===== src/rtl/zcs_pkg.sv =====
package zcs_pkg;

    typedef enum logic [1:0] {
        PH_NONE = 2'd0,
        PH_A    = 2'd1,
        PH_B    = 2'd2,
        PH_C    = 2'd3
    } phase_t;

    localparam int NUM_PH = 3;

    // successor in the rotation A -> B -> C -> A
    function automatic phase_t ph_next(input phase_t p);
        case (p)
            PH_A:    return PH_B;
            PH_B:    return PH_C;
            PH_C:    return PH_A;
            default: return PH_NONE;
        endcase
    endfunction

    // single strobe to phase code
    function automatic phase_t ph_decode(input logic [NUM_PH-1:0] s);
        case (s)
            3'b001:  return PH_A;
            3'b010:  return PH_B;
            3'b100:  return PH_C;
            default: return PH_NONE;
        endcase
    endfunction

    typedef struct packed {
        logic any;
        logic multi;
        phase_t ph;
    } xing_t;

endpackage


===== src/rtl/zcs_timeout.sv =====
module zcs_timeout #(
    parameter int CNT_W = 16
) (
    input  logic             clk,
    input  logic             rst,
    input  logic             crossing,
    input  logic             frame_tick,
    input  logic [CNT_W-1:0] limit,
    output logic             expire
);
    localparam int EXT_W = CNT_W + 1;

    logic [CNT_W-1:0] cnt_q;
    logic [EXT_W-1:0] cnt_inc;
    logic             reach;

    assign cnt_inc = {1'b0, cnt_q} + EXT_W'(1);
    assign reach   = cnt_inc >= {1'b0, limit};
    assign expire  = !crossing && frame_tick && (limit != '0) && reach;

    always_ff @(posedge clk) begin
        if (rst) begin
            cnt_q <= '0;
        end else if (crossing) begin
            cnt_q <= '0;
        end else if (frame_tick && limit != '0) begin
            if (reach) cnt_q <= '0;
            else       cnt_q <= cnt_inc[CNT_W-1:0];
        end
    end
endmodule


===== src/rtl/zcs_order.sv =====
module zcs_order
    import zcs_pkg::*;
(
    input  logic              clk,
    input  logic              rst,
    input  logic [NUM_PH-1:0] strobe,
    output logic              fault
);
    xing_t             x;
    phase_t            last_q;
    logic [NUM_PH-1:0] seen_q;
    logic              armed;
    logic              bad_step;

    always_comb begin
        x.any   = |strobe;
        x.multi = (strobe & (strobe - NUM_PH'(1))) != '0;
        x.ph    = ph_decode(strobe);
    end

    assign armed    = &seen_q;
    assign bad_step = (last_q != PH_NONE) && (x.ph != last_q) && (x.ph != ph_next(last_q));
    assign fault    = armed && x.any && (x.multi || bad_step);

    always_ff @(posedge clk) begin
        if (rst) begin
            seen_q <= '0;
            last_q <= PH_NONE;
        end else if (x.any) begin
            seen_q <= seen_q | strobe;
            last_q <= x.multi ? PH_NONE : x.ph;
        end
    end
endmodule


===== src/rtl/zcs_flag.sv =====
module zcs_flag (
    input  logic clk,
    input  logic rst,
    input  logic set,
    input  logic clr,
    output logic flag
);
    always_ff @(posedge clk) begin
        if (rst)      flag <= 1'b0;
        else if (set) flag <= 1'b1;
        else if (clr) flag <= 1'b0;
    end
endmodule


===== src/rtl/zc_supervisor.sv =====
module zc_supervisor
    import zcs_pkg::*;
#(
    parameter int CNT_W = 16
) (
    input  logic             clk,
    input  logic             rst,
    input  logic [2:0]       zc_strobe,
    input  logic             frame_tick,
    input  logic [CNT_W-1:0] idle_limit,
    input  logic             mask_idle,
    input  logic             mask_seq,
    input  logic             clr_idle,
    input  logic             clr_seq,
    output logic             idle_flag,
    output logic             seq_flag,
    output logic             irq_n
);
    localparam int NFLAG = 2;

    logic             expire;
    logic             fault;
    logic [NFLAG-1:0] set_v, clr_v, flag_v, mask_v;

    zcs_timeout #(.CNT_W(CNT_W)) u_timeout (
        .clk        (clk),
        .rst        (rst),
        .crossing   (|zc_strobe),
        .frame_tick (frame_tick),
        .limit      (idle_limit),
        .expire     (expire)
    );

    zcs_order u_order (
        .clk    (clk),
        .rst    (rst),
        .strobe (zc_strobe),
        .fault  (fault)
    );

    assign set_v  = {fault, expire};
    assign clr_v  = {clr_seq, clr_idle};
    assign mask_v = {mask_seq, mask_idle};

    for (genvar i = 0; i < NFLAG; i++) begin : g_flag
        zcs_flag u_flag (
            .clk  (clk),
            .rst  (rst),
            .set  (set_v[i]),
            .clr  (clr_v[i]),
            .flag (flag_v[i])
        );
    end

    assign idle_flag = flag_v[0];
    assign seq_flag  = flag_v[1];
    assign irq_n     = ~|(flag_v & mask_v);
endmodule


===== config.mk =====
export PLATFORM = sky130hd
export DESIGN_NAME = zc_supervisor
export DESIGN_NICKNAME = d
export VERILOG_FILES = /design/src/rtl/zcs_pkg.sv /design/src/rtl/zcs_timeout.sv /design/src/rtl/zcs_order.sv /design/src/rtl/zcs_flag.sv /design/src/rtl/zc_supervisor.sv
export SDC_FILE = /design/constraint.sdc
export NUM_CORES = 1
export LEC_CHECK = 0
export ABC_AREA = 1
export BUFFER_PORTS_ARGS = -buffer_cell sky130_fd_sc_hd__buf_2
export CAP_MARGIN = 20
export CORE_ASPECT_RATIO = 0.7
export CORE_UTILIZATION = 35
export CTS_CLUSTER_DIAMETER = 200
export DETAILED_ROUTE_END_ITERATION = 12
export PLACE_DENSITY = 0.57
export SLEW_MARGIN = 15
export SYNTH_ARGS = -nofsm -noshare
export SYNTH_HDL_FRONTEND = slang
export SYNTH_SLANG_ARGS = --single-unit

===== constraint.sdc =====
create_clock -name clk -period 4.95 [get_ports clk]
set_clock_uncertainty 0.1 [all_clocks]
set_input_delay 0.2475 -clock clk [delete_from_list [all_inputs] [get_ports clk]]
set_output_delay 0.2475 -clock clk [all_outputs]
set_load 0.02 [all_outputs]

# After elaboration in Yosys (flattened, before gate mapping)
# Index checks and enable logic that the tools add are counted.
[totals] inputBits=26 register_bits=23 out_inout_bits=3
[op_classes] n_lt_le_gt_ge=1 mux=8 bitwise=3 reduce_logical=20 add_sub_neg=2 eq_ne=8
[op_table] cell="adder 16 x 1 -> 17 bit, second input constant" count=1
[op_table] cell=">= comparator 17 x 16 -> 1 bit" count=1
[op_table] cell="two-way mux 16 bit" count=1
[op_table] cell="nonzero test 16 bit" count=1
[op_table] cell="case mux 2 bit (3 select lines)" count=2
[op_table] cell="logical AND 1 bit" count=8
[op_table] cell="nonzero test 2 bit" count=3
[op_table] cell="== test 2 bit, second input constant" count=2
[op_table] cell="two-way mux 1 bit" count=4
[op_table] cell="!= test 2 bit" count=2
[op_table] cell="OR reduction 4 bit" count=1
[op_table] cell="bitwise AND 3 bit" count=1
[op_table] cell="== test 3 x 1 -> 1 bit, second input constant" count=1
[op_table] cell="== test 3 x 2 -> 1 bit, second input constant" count=1
[op_table] cell="== test 3 bit, second input constant" count=1
[op_table] cell="bitwise OR 3 bit" count=1
[op_table] cell="AND reduction 3 bit" count=1
[op_table] cell="nonzero test 3 bit" count=1
[op_table] cell="OR reduction 3 bit" count=1
[op_table] cell="subtractor 3 x 1 -> 3 bit, second input constant" count=1
[op_table] cell="bitwise AND 2 bit" count=1
[op_table] cell="== test 2 x 1 -> 1 bit, second input constant" count=1
[op_table] cell="logical NOT 1 bit" count=2
[op_table] cell="two-way mux 2 bit" count=1
[op_table] cell="other kinds (2)" count=2

# Longest topological paths before layout
# Gate-level depths: netlist of the first run.
[depth] word_depth=8 depth_mapped=17 mapped_depth_nobuf=17

# Hierarchy
# Synthesis of the first run repeated with hierarchy kept, for this count alone.
[hier_totals] hier_cells=320 area_unflattened_um2=2020.7
[by_module_without_submodules] module="zcs_timeout" cells_each=249 area_each_um2=1551.5 seq_area_each_um2=320.3 n_inst=1
[by_module_without_submodules] module="zcs_order" cells_each=54 area_each_um2=362.8 seq_area_each_um2=100.1 n_inst=1
[by_module_without_submodules] module="zcs_flag" cells_each=5 area_each_um2=40.0 seq_area_each_um2=20.0 n_inst=2
[by_module_without_submodules] module="zc_supervisor" cells_each=7 area_each_um2=26.3 seq_area_each_um2=0.0 n_inst=1

# Worst setup path after synthesis of the first run
# OpenSTA, ideal clock, no wires.
[synth_path] path_type="register to register" start="register u_timeout.cnt_q[0]" end="register u_timeout.cnt_q[13]" synth_period_minus_slack_ns=2.553 path_slack_ns=2.397 stages_incl_launch_ff=15 t_arrival_ns=2.384 n_path_buf=1 t_required_ns=4.781 setup_time_ns=0.069 path_cell_list="dfxtp_1 ha_1 nand2_1 nor2_2 nand2_4 nor3_1 xor2_1 ha_1 a21o_1 nand2_1 nand4_2 nor2_8 buf_12 nand3_2 a21oi_2"
[synth_between] elab_chain_cells=3
[synth_rtl] item="from (decl)" line_no="zcs_timeout.sv:13" source="logic [CNT_W-1:0] cnt_q;"
[synth_rtl] item="from (signal assigned)" line_no="zcs_timeout.sv:28" source="else cnt_q <= cnt_inc[CNT_W-1:0];"
[synth_rtl] item="adder 16 x 1 -> 17 bit (*)" line_no="zcs_timeout.sv:17" source="assign cnt_inc = {1'b0, cnt_q} + EXT_W'(1);"
[synth_rtl] item=">= comparator 17 x 16 -> 1 bit" line_no="zcs_timeout.sv:18" source="assign reach = cnt_inc >= {1'b0, limit};"
[synth_rtl] item="two-way mux 16 bit (*)" line_no="zcs_timeout.sv:27" source="if (reach) cnt_q <= '0;"
# Mark *: on every way between the ends. The rest lies on a longest branch, timed or not.
# A chain may end at the register's enable or synchronous reset.

# Worst setup path in the final report of the first run
[layout_path] start="register u_timeout.cnt_q[0]" end="register g_flag[0].u_flag.flag"
[layout_between] elab_chain_cells=4
[layout_rtl] item="adder 16 x 1 -> 17 bit (*)" line_no="zcs_timeout.sv:17"
[layout_rtl] item=">= comparator 17 x 16 -> 1 bit (*)" line_no="zcs_timeout.sv:18"
[layout_rtl] item="logical AND 1 bit (*)" line_no="zcs_timeout.sv:19" source="assign expire = !crossing && frame_tick && (limit != '0) && reach;"
[layout_rtl] item="two-way mux 1 bit or nonzero test 2 bit (tied branches)"
[layout_rtl] item="to (signal assigned)" line_no="zcs_flag.sv:9" source="if (rst) flag <= 1'b0;"
[layout_rtl] item="to (signal assigned)" line_no="zcs_flag.sv:10" source="else if (set) flag <= 1'b1;"
[layout_rtl] item="to (signal assigned)" line_no="zcs_flag.sv:11" source="else if (clr) flag <= 1'b0;"
[layout_rtl] item="to (decl)" line_no="zcs_flag.sv:6" source="output logic flag"
# Marked as above.

==> flow_metrics.env, run 1 <==
export IMPL_outcome="finished, final reports clean"
export IMPL_gp_congestion=0.782
export IMPL_synth_avg_cell_area_um2=7.20
export IMPL_dieArea_mm2=0.00594
export IMPL_placed_cells=367
export IMPL_slew_headroom_pct=36.3
export IMPL_crit_family="simple AND/OR/NAND/NOR gates"
export IMPL_drcViolationCount=0
export IMPL_cts_root_buf="clkbuf_8"
export IMPL_synth_seq_area_share_pct=23.4
export IMPL_post_route_period_util_pct=60.7
export IMPL_clockBufferDepth=2
export IMPL_fmax_mhz=333
export IMPL_cts_hold_buf=0
export IMPL_ys_dominant_reg_cell="dfxtp_1"
export IMPL_crit_buf_inv=1
export IMPL_synth_area_leader_cell="dfxtp_1"
export IMPL_drtIter0Drc=115
export IMPL_startpoint_type="flip-flop"
export IMPL_crit_chain="ha_1 -> nand2_1 -> nor2_2 -> nand2_4 -> nor3_1 -> xor2_1 -> ha_1 -> nand2_1 -> inv_1 -> nand2_1 -> nor2_2 -> nand3_2 -> nand3_1 -> nand2_1 -> a21oi_1"
export IMPL_grt_antenna_before_repair=0
export IMPL_wirelength_um=4540
export IMPL_grt_pass1_vias=1563
export IMPL_port_buffers=28
export IMPL_tightest_slew_ns=0.954
export IMPL_finalSetupTns_ns=0
export IMPL_synth_fp_nets=320
export IMPL_clock_latency_ns=0.28
export IMPL_grt_use_total_pct=16.4
export IMPL_regToRegEndpoint="g_flag[0].u_flag.flag"
export IMPL_fin_cells=371
export IMPL_std_cell_rows=22
export IMPL_grt_remaining_overflow=0
export IMPL_routed_via_density=4.73
export IMPL_drt_wirelength_per_cell_um=12.2
export IMPL_slowest_delay_ns=0.42
export IMPL_cts_made_buffers=3
export IMPL_fin_nets=346
export IMPL_ioPinCount=29
export IMPL_cp_max_fo=17
export IMPL_min_to="u_order.last_q[1]"
export IMPL_worstSetupStartpoint="u_timeout.cnt_q[0]"
export IMPL_hold_path_class="in -> reg"
export IMPL_cts_resized=0
export IMPL_core_area_mm2=0.00534
export IMPL_yosys_warnings=0
export IMPL_start_util_pct=36.9
export IMPL_crit_top_cell="nand2_1"
export IMPL_slew_violations=0
export IMPL_holdPathStages=2
export IMPL_synthesis_area_mm2=0.00197
export IMPL_cts_tree="built"
export IMPL_die_w_um=91.7
export IMPL_via_count=1756
export IMPL_worstSetupPathType="reg -> reg"
export IMPL_rsz0062_at_grt="no"
export IMPL_p_leak_nw=1.06
export IMPL_reg2reg_from="u_timeout.cnt_q[0]"
export IMPL_synth_seq_cells=23
export IMPL_clk_pin_slew_ns=0.09
export IMPL_diodes=0
export IMPL_async_reset_ff_share_pct=0
export IMPL_whs_ns=0.104
export IMPL_setup_viol_count_final=0
export IMPL_fin_crit_ns=3.01
export IMPL_synth_top_area_share_pct=23.4
export IMPL_drive_above_1_share_pct=21.7
export IMPL_pwr_density_cell_mw_per_mm2=169
export IMPL_drv_cap=0
export IMPL_syn_to_final_growth_pct=11.7
export IMPL_final_area_mm2=0.00220
export IMPL_hold_viol=0
export IMPL_grt_pass1_wl_um=7530
export IMPL_synth_edff_count=0
export IMPL_cts_setup_buffers=0
export IMPL_cp_arrival_ns=3.13
export IMPL_grt_max_degree=31
export IMPL_synth_distinct_cells=32
export IMPL_die_y_um=64.8
export IMPL_layout_filler_cells=555
export IMPL_synthTopCellsByArea="dfxtp_1 (23%), ha_1 (13%), inv_1 (8.6%), nand2_1 (7.8%), nand3_2 (5.6%)"
export IMPL_hp_start="zc_strobe[0]"
export IMPL_synth_cells=274
export IMPL_ff2ff_path_depth=15
export IMPL_dp_hpwl_um=3590
export IMPL_cpMaxStageDelayCell="dfxtp_1"
export IMPL_r2r_slack_ns=1.94
export IMPL_htreeDepth=1
export IMPL_peakVddDrop_v=0.0000858
export IMPL_cts_sinks=23
export IMPL_place_area_mm2=0.00216
export IMPL_ant_nets=0
export IMPL_worstSetupEndpointType="flip-flop"
export IMPL_required_ns=5.07
export IMPL_dr_pass1_iters=4
==> layer usage <==
metal | vias to the layer above | GRT usage (%) | share of wire (%)
met1 | 763 | 25.2 | 56
met4 | 0 | 3.52 | 0.88
li1 | 950 | - | -
met2 | 39 | 22.9 | 36
met3 | 4 | 3.40 | 6.4
met5 | - | 0 | 0
==> registers in the layout, indices dropped and copies added, names as in the netlist <==
| register | cells |
|---|---|
| u_timeout.cnt_q | 16 |
| u_order.seen_q | 3 |
| g_flag.u_flag.flag | 2 |
| u_order.last_q | 2 |
==> cells in the mapped netlist, types with 2 or more instances <==
master and number:
nand2_2 3, nand3_1 16, ha_1 20, nor2_1 22
nand3_2 11, xnor2_1 2, o21ai_0 19, a21oi_2 10
xor2_1 12, o211ai_1 2, nand4_1 6, nor2_4 2
dfxtp_1 23, nor2_2 3, inv_1 45, a21o_1 2
nor3_1 4, a21oi_1 14, clkbuf_1 5, nand2_1 41
==> per-stage QoR <==
step           worst slack, ns  power, W  util (%)
2_1_floorplan             2.40  0.000233         -
3_3_place_gp              1.99  0.000251      40.4
3_5_place_dp              2.00  0.000252      40.4
4_1_cts                   1.95  0.000380      41.2
5_1_grt                   1.67  0.000394      41.2
6_report                  1.94  0.000372      41.2
==> cell usage in the layout (no fill, tap or decap), types with 4 or more instances in the layout <==
cell type and count:
nand3_1 16, nand2_1 41, a21oi_1 14, nor2_1 22, ha_1 20, nor3_1 4, nand4_1 6, inv_1 45
dfxtp_1 23, o21ai_0 19, a21oi_2 10, buf_2 28, nand3_2 11, xor2_1 12
==> worst max-delay path by stage <==
stage	end	cells after the start
2_1_floorplan	u_timeout.cnt_q[13]	14
3_3_place_gp	g_flag[0].u_flag.flag	15
5_1_grt	g_flag[0].u_flag.flag	15
4_1_cts	g_flag[0].u_flag.flag	15
3_5_place_dp	g_flag[0].u_flag.flag	15
6_report	g_flag[0].u_flag.flag	15
==> where the power goes <==
| group | switching, W | internal, W | total, W |
|---|---|---|---|
| clock | 0.0000684 | 0.0000565 | 0.000125 |
| combinational | 0.0000337 | 0.0000217 | 0.0000554 |
| sequential | 0.00000315 | 0.000189 | 0.000192 |
==> logic make-up (layout without fill, tap and decap cells) <==
group           count (synthesis)  after routing  synth area share [%]
simple gates                  112            112                  30.1
flops                          23             23                  23.4
xor+xnor                       14             14                  6.22
buf+inv                        53             78                  11.1
fa+ha+maj                      20             20                  12.7
compound gates                 52             52                  16.5
==> cell type report <==
class,count,area (um^2),area share [%]
clock buffer,3,41.3,1.88
timing repair buffer,28,140,6.36
multi-input combinational,198,1290,58.7
clock inverter,1,5.00,0.227
inverter,46,173,7.84
tap,72,90.1,4.09
sequential,23,460,20.9
Note: power is estimated with default switching activity, not from simulation.
==> run 2: changes to the inputs <==
Clock period 4.95 ns to 3.1 ns, I/O delays scaled along.
==> run 2 against run 1 <==
  * Cell count increased by 1.3%
  * Clock-buffer cell count up 1
  * Clock power grew 55%
  * First-iteration DRC count up 7.8%
  * Power up 59%
  * Sequential power up 60%
  * Register-to-register slack worse by 1.7 ns
  * Worst setup slack worse by 1.7 ns
  * Global-route usage is 0.44 points lower
  * Worst hold slack got worse by 0.085 ns
  * Critical path depth shrank 1
  * Highest routed layer unchanged
  * Critical endpoint is now u_timeout.cnt_q[5]
==> flow_metrics.env, run 2 (synthesized netlist as in run 1, its figures left out) <==
export IMPL_p_leak_nw=1.08
export IMPL_peakVddDrop_v=0.000109
export IMPL_routed_via_density=4.71
export IMPL_grt_antenna_before_repair=0
export IMPL_clock_latency_ns=0.27
export IMPL_required_ns=3.19
export IMPL_outcome="finished, final reports clean"
export IMPL_grt_pass1_wl_um=7420
export IMPL_die_y_um=64.8
export IMPL_drive_above_1_share_pct=23.0
export IMPL_post_route_period_util_pct=92.0
export IMPL_hold_path_class="in -> reg"
export IMPL_worstSetupEndpointType="flip-flop"
export IMPL_cts_root_buf="clkbuf_8"
export IMPL_regMostFlops="u_timeout.cnt_q"
export IMPL_finalSetupTns_ns=0
export IMPL_pwr_density_cell_mw_per_mm2=262
export IMPL_fin_nets=351
export IMPL_drv_cap=0
export IMPL_dp_hpwl_um=3550
export IMPL_cpMaxStageDelayCell="dfxtp_2"
export IMPL_grt_pass1_vias=1496
export IMPL_slew_headroom_pct=36.7
export IMPL_hold_viol=0
export IMPL_setup_viol_count_final=0
export IMPL_port_buffers=28
export IMPL_grt_max_degree=31
export IMPL_worstSetupPathType="reg -> reg"
export IMPL_final_common_cell="inv_1"
export IMPL_cts_tree="built"
export IMPL_crit_chain="ha_1 -> nand2_1 -> nor2_2 -> nand2_4 -> nor3_1 -> xor2_1 -> ha_1 -> a21o_1 -> nand2_1 -> nand4_2 -> nor2_8 -> buf_12 -> nand3_1 -> a21oi_1"
export IMPL_htreeDepth=1
export IMPL_regArea_um2=462
export IMPL_startpoint_type="flip-flop"
export IMPL_syn_to_final_growth_pct=14.2
export IMPL_rsz0062_at_grt="no"
export IMPL_fin_total_pwr_w=0.000591
export IMPL_final_cell_mix="inv_1 (45), nand2_1 (41), buf_2 (28), nor2_1 (22), dfxtp_1 (22)"
export IMPL_drt_wirelength_per_cell_um=11.9
export IMPL_drtIter0Drc=124
export IMPL_clk_pin_slew_ns=0.09
export IMPL_grt_remaining_overflow=0
export IMPL_largestRegisters="u_timeout.cnt_q: 16 flops, u_order.seen_q: 3 flops"
export IMPL_gp_congestion=0.790
export IMPL_diodes=0
export IMPL_via_count=1770
export IMPL_std_cell_rows=22
export IMPL_cts_hold_buf=0
export IMPL_fmax_mhz=351
export IMPL_slowest_delay_ns=0.38
export IMPL_r2r_slack_ns=0.25
export IMPL_core_area_mm2=0.00534
export IMPL_fin_crit_ns=2.85
export IMPL_cp_max_fo=10
export IMPL_drcViolationCount=0
export IMPL_ioPinCount=29
export IMPL_layout_filler_cells=562
export IMPL_slew_violations=0
export IMPL_largest_reg_flops=16
export IMPL_ant_nets=0
export IMPL_dieArea_mm2=0.00594
export IMPL_dr_pass1_iters=4
export IMPL_tightest_slew_ns=0.948
export IMPL_multi_input_area_mm2=0.00129
export IMPL_cts_made_buffers=3
export IMPL_cp_arrival_ns=2.94
export IMPL_grt_use_total_pct=15.9
export IMPL_die_w_um=91.7
export IMPL_wirelength_um=4470
export IMPL_start_util_pct=36.9
export IMPL_clockBufferDepth=2
export IMPL_cts_sinks=23
-- run 2: cell count changes in the layout (fill, tap and decap cells not counted), sizes merged --
cell	change
clkbuf	+1
buf	+5
clkinv	-1
-- run 2: final cells by class --
type	instances	share of cell area, %
clock buffers	4	2.00
inverters	46	7.67
multi-input cells	198	57.4
flip-flops and latches	23	20.5
well taps	72	4.00
repair buffers	33	8.44
-- run 2: worst max-delay path: cells and delay by family, from the launching register on --
kind	cells	cell delay, ns
XOR/XNOR	1	0.30
AND/OR/NAND/NOR	8	1.00
adder cells (fa/ha/maj)	2	0.53
flip-flops	1	0.38
AO/OA/AOI/OAI	2	0.31
buffers and inverters	1	0.15
-- run 2: metal layers --
layer  up-vias  part of all wire [%]  track usage, %
li1        958                     -               -
met1       776                    59            25.6
met2        34                    36            21.0
met3         2                   4.2            2.82
met4         0                  0.78            4.10
met5         -                     0               0
-- run 2: power by group --
group	switching, W	total, W	internal, W
Sequential	0.00000497	0.000307	0.000302
Combinational	0.0000540	0.0000900	0.0000360
Clock	0.000102	0.000194	0.0000919
Total	0.000161	0.000591	0.000430
-- run 2: worst paths after layout --
check                          start               endpoint  depth (start not counted)
setup / recovery  u_timeout.cnt_q[0]     u_timeout.cnt_q[5]                         14
hold / removal              clr_idle  g_flag[0].u_flag.flag                          4
setup reg to reg  u_timeout.cnt_q[0]     u_timeout.cnt_q[5]                         14
hold reg to reg    u_order.seen_q[2]      u_order.seen_q[2]                          2
-- run 2: stage by stage --
stage	utilization (%)	setup WS, ns	hold slack, ns	instances	instance area [um^2]
after global routing	42.2	0.0194	0.0131	376	2250
after global placement	40.5	0.231	0.302	368	2160
after detailed placement	40.5	0.178	0.298	368	2160
after CTS	41.4	0.149	0.00920	372	2210
final	42.2	0.249	0.0196	376	2250
after floorplan	-	0.547	0.147	274	1970
-- run 2: what timing repair did --
action,CTS,global route
endpoints found under the hold margin,0,0
resized for setup,0,1
buffers inserted,0,4
setup endpoints to repair,0,16
==> run 3: changes to the inputs <==
Clock period 3.1 ns to 3 ns, I/O delays scaled along.
==> run 3 against run 2 <==
  * Sequential share of layout area fell by 0.34 points
  * Clock-buffer cell count unchanged
  * Maximum frequency increased by 0.80%
  * First-iteration DRC count decreased by 19%
  * Via count is 0.90% higher
  * Worst setup slack worse by 0.077 ns
  * Clock power grew 3%
  * Critical path depth did not move
==> flow_metrics.env, run 3 (synthesized netlist as in run 1, its figures left out) <==
export IMPL_fin_crit_ns=2.83
export IMPL_crit_top_cell="nand2_1"
export IMPL_ant_nets=0
export IMPL_drcViolationCount=0
export IMPL_regToRegEndpoint="u_timeout.cnt_q[10]"
export IMPL_holdPathStages=4
export IMPL_cts_tree="built"
export IMPL_port_buffers=28
export IMPL_cpMaxStageDelayCell="dfxtp_2"
export IMPL_largest_reg_flops=16
export IMPL_dp_hpwl_um=3560
export IMPL_grt_remaining_overflow=0
export IMPL_outcome="finished, final reports clean"
export IMPL_fmax_mhz=354
export IMPL_grt_antenna_before_repair=0
export IMPL_die_y_um=64.8
export IMPL_worstSetupPathType="reg -> reg"
export IMPL_clk_pin_slew_ns=0.08
export IMPL_fin_nets=351
export IMPL_largestRegisters="u_timeout.cnt_q: 16 flops, u_order.seen_q: 3 flops"
export IMPL_dr_pass1_iters=4
export IMPL_grt_use_total_pct=15.9
export IMPL_required_ns=3.11
export IMPL_cts_sinks=23
export IMPL_final_common_cell="inv_1"
export IMPL_startpoint_type="flip-flop"
export IMPL_ff2ff_path_depth=14
export IMPL_core_area_mm2=0.00534
export IMPL_drive_above_1_share_pct=24.0
export IMPL_slew_violations=0
export IMPL_hold_viol=0
export IMPL_cp_max_fo=7
export IMPL_start_util_pct=36.9
export IMPL_finalSetupTns_ns=0
export IMPL_drv_cap=0
export IMPL_reg2reg_from="u_timeout.cnt_q[0]"
export IMPL_clock_latency_ns=0.27
export IMPL_tightest_slew_ns=0.923
export IMPL_drtIter0Drc=100
export IMPL_grt_pass1_wl_um=7360
export IMPL_worstSetupEndpointType="flip-flop"
export IMPL_preCtsSetupSlack_ns=0.0287
export IMPL_slew_headroom_pct=38.2
export IMPL_pwr_density_cell_mw_per_mm2=267
export IMPL_grt_max_degree=31
export IMPL_regMostFlops="u_timeout.cnt_q"
export IMPL_min_to="g_flag[1].u_flag.flag"
export IMPL_syn_to_final_growth_pct=16.1
export IMPL_cts_made_buffers=3
export IMPL_std_cell_rows=22
export IMPL_hp_start="clr_seq"
export IMPL_slowest_delay_ns=0.38
export IMPL_ioPinCount=29
export IMPL_setup_viol_count_final=0
export IMPL_r2r_slack_ns=0.17
export IMPL_crit_chain="ha_2 -> nand2_1 -> nor2_2 -> nand2_4 -> nor3_2 -> xor2_1 -> ha_1 -> a21o_1 -> nand2_1 -> nand4_2 -> nor2_8 -> buf_4 -> nand3_2 -> a21oi_2"
export IMPL_dieArea_mm2=0.00594
export IMPL_p_leak_nw=1.10
export IMPL_gp_congestion=0.785
export IMPL_drt_wirelength_per_cell_um=11.9
export IMPL_fin_util_pct=42.9
export IMPL_crit_family="simple AND/OR/NAND/NOR gates"
export IMPL_hold_path_class="in -> reg"
export IMPL_crit_buf_inv=1
export IMPL_die_w_um=91.7
export IMPL_routed_via_density=4.75
export IMPL_fin_total_pwr_w=0.000611
export IMPL_peakVddDrop_v=0.000120
export IMPL_post_route_worst_setup_slack_ns=0.172
export IMPL_cts_root_buf="clkbuf_8"
export IMPL_htreeDepth=1
export IMPL_clockBufferDepth=2
export IMPL_grt_pass1_vias=1500
export IMPL_diodes=0
export IMPL_via_count=1786
export IMPL_final_cell_mix="inv_1 (45), nand2_1 (41), buf_2 (28), nor2_1 (22), dfxtp_1 (22)"
export IMPL_wirelength_um=4480
export IMPL_cp_arrival_ns=2.93
export IMPL_post_route_period_util_pct=94.3
-- run 3: timing repair --
item / CTS / global route
hold endpoints to repair: 1 / 0
gates resized for setup: 0 / 5
setup endpoints to repair: 0 / 17
hold buffers: 1 / 0
setup buffers: 0 / 3
-- run 3: worst min-delay path, cell delays in order --
cell and delay (ns):
buf_2 0.07, inv_1 0.03, nand2_1 0.04, a21oi_1 0.05
-- run 3: worst max path at each step --
stage                             from                   to  slack [ns]  cells past startpoint
floorplan           u_timeout.cnt_q[0]  u_timeout.cnt_q[13]        0.45                     14
global placement    u_timeout.cnt_q[0]  u_timeout.cnt_q[10]        0.07                     13
detailed placement  u_timeout.cnt_q[0]   u_timeout.cnt_q[5]        0.03                     13
CTS                 u_timeout.cnt_q[0]   u_timeout.cnt_q[5]       0.005                     13
global route        u_timeout.cnt_q[1]  u_timeout.cnt_q[10]      -0.009                     17
finish              u_timeout.cnt_q[0]  u_timeout.cnt_q[10]        0.17                     14
-- run 3: metrics by stage --
step	cells	hold slack (ns)	instance area, um^2
after floorplan	274	0.142	1970
after global placement	368	0.287	2180
after detailed placement	368	0.296	2180
after CTS	373	0.0100	2230
after global routing	376	0.0294	2290
final	376	0.0165	2290
-- run 3: final cells by class --
type	count	area [um^2]
multi-input combinational	198	1320
tap	72	90.1
clock buffer	4	45.0
sequential	23	462
fill	559	3050
timing repair buffer	33	205
inverter	46	173
-- run 3: where the power goes --
part           internal (W)  switching [W]
registers          0.000312     0.00000520
logic             0.0000380      0.0000561
clock network     0.0000952       0.000105
-- run 3: metal layers --
layer,GRT usage (%),vias up,wire [um]
met4,4.69,0,55
met3,2.82,5,135
met1,24.8,796,2630
li1,-,957,-
met2,21.4,28,1650
met5,0,-,0
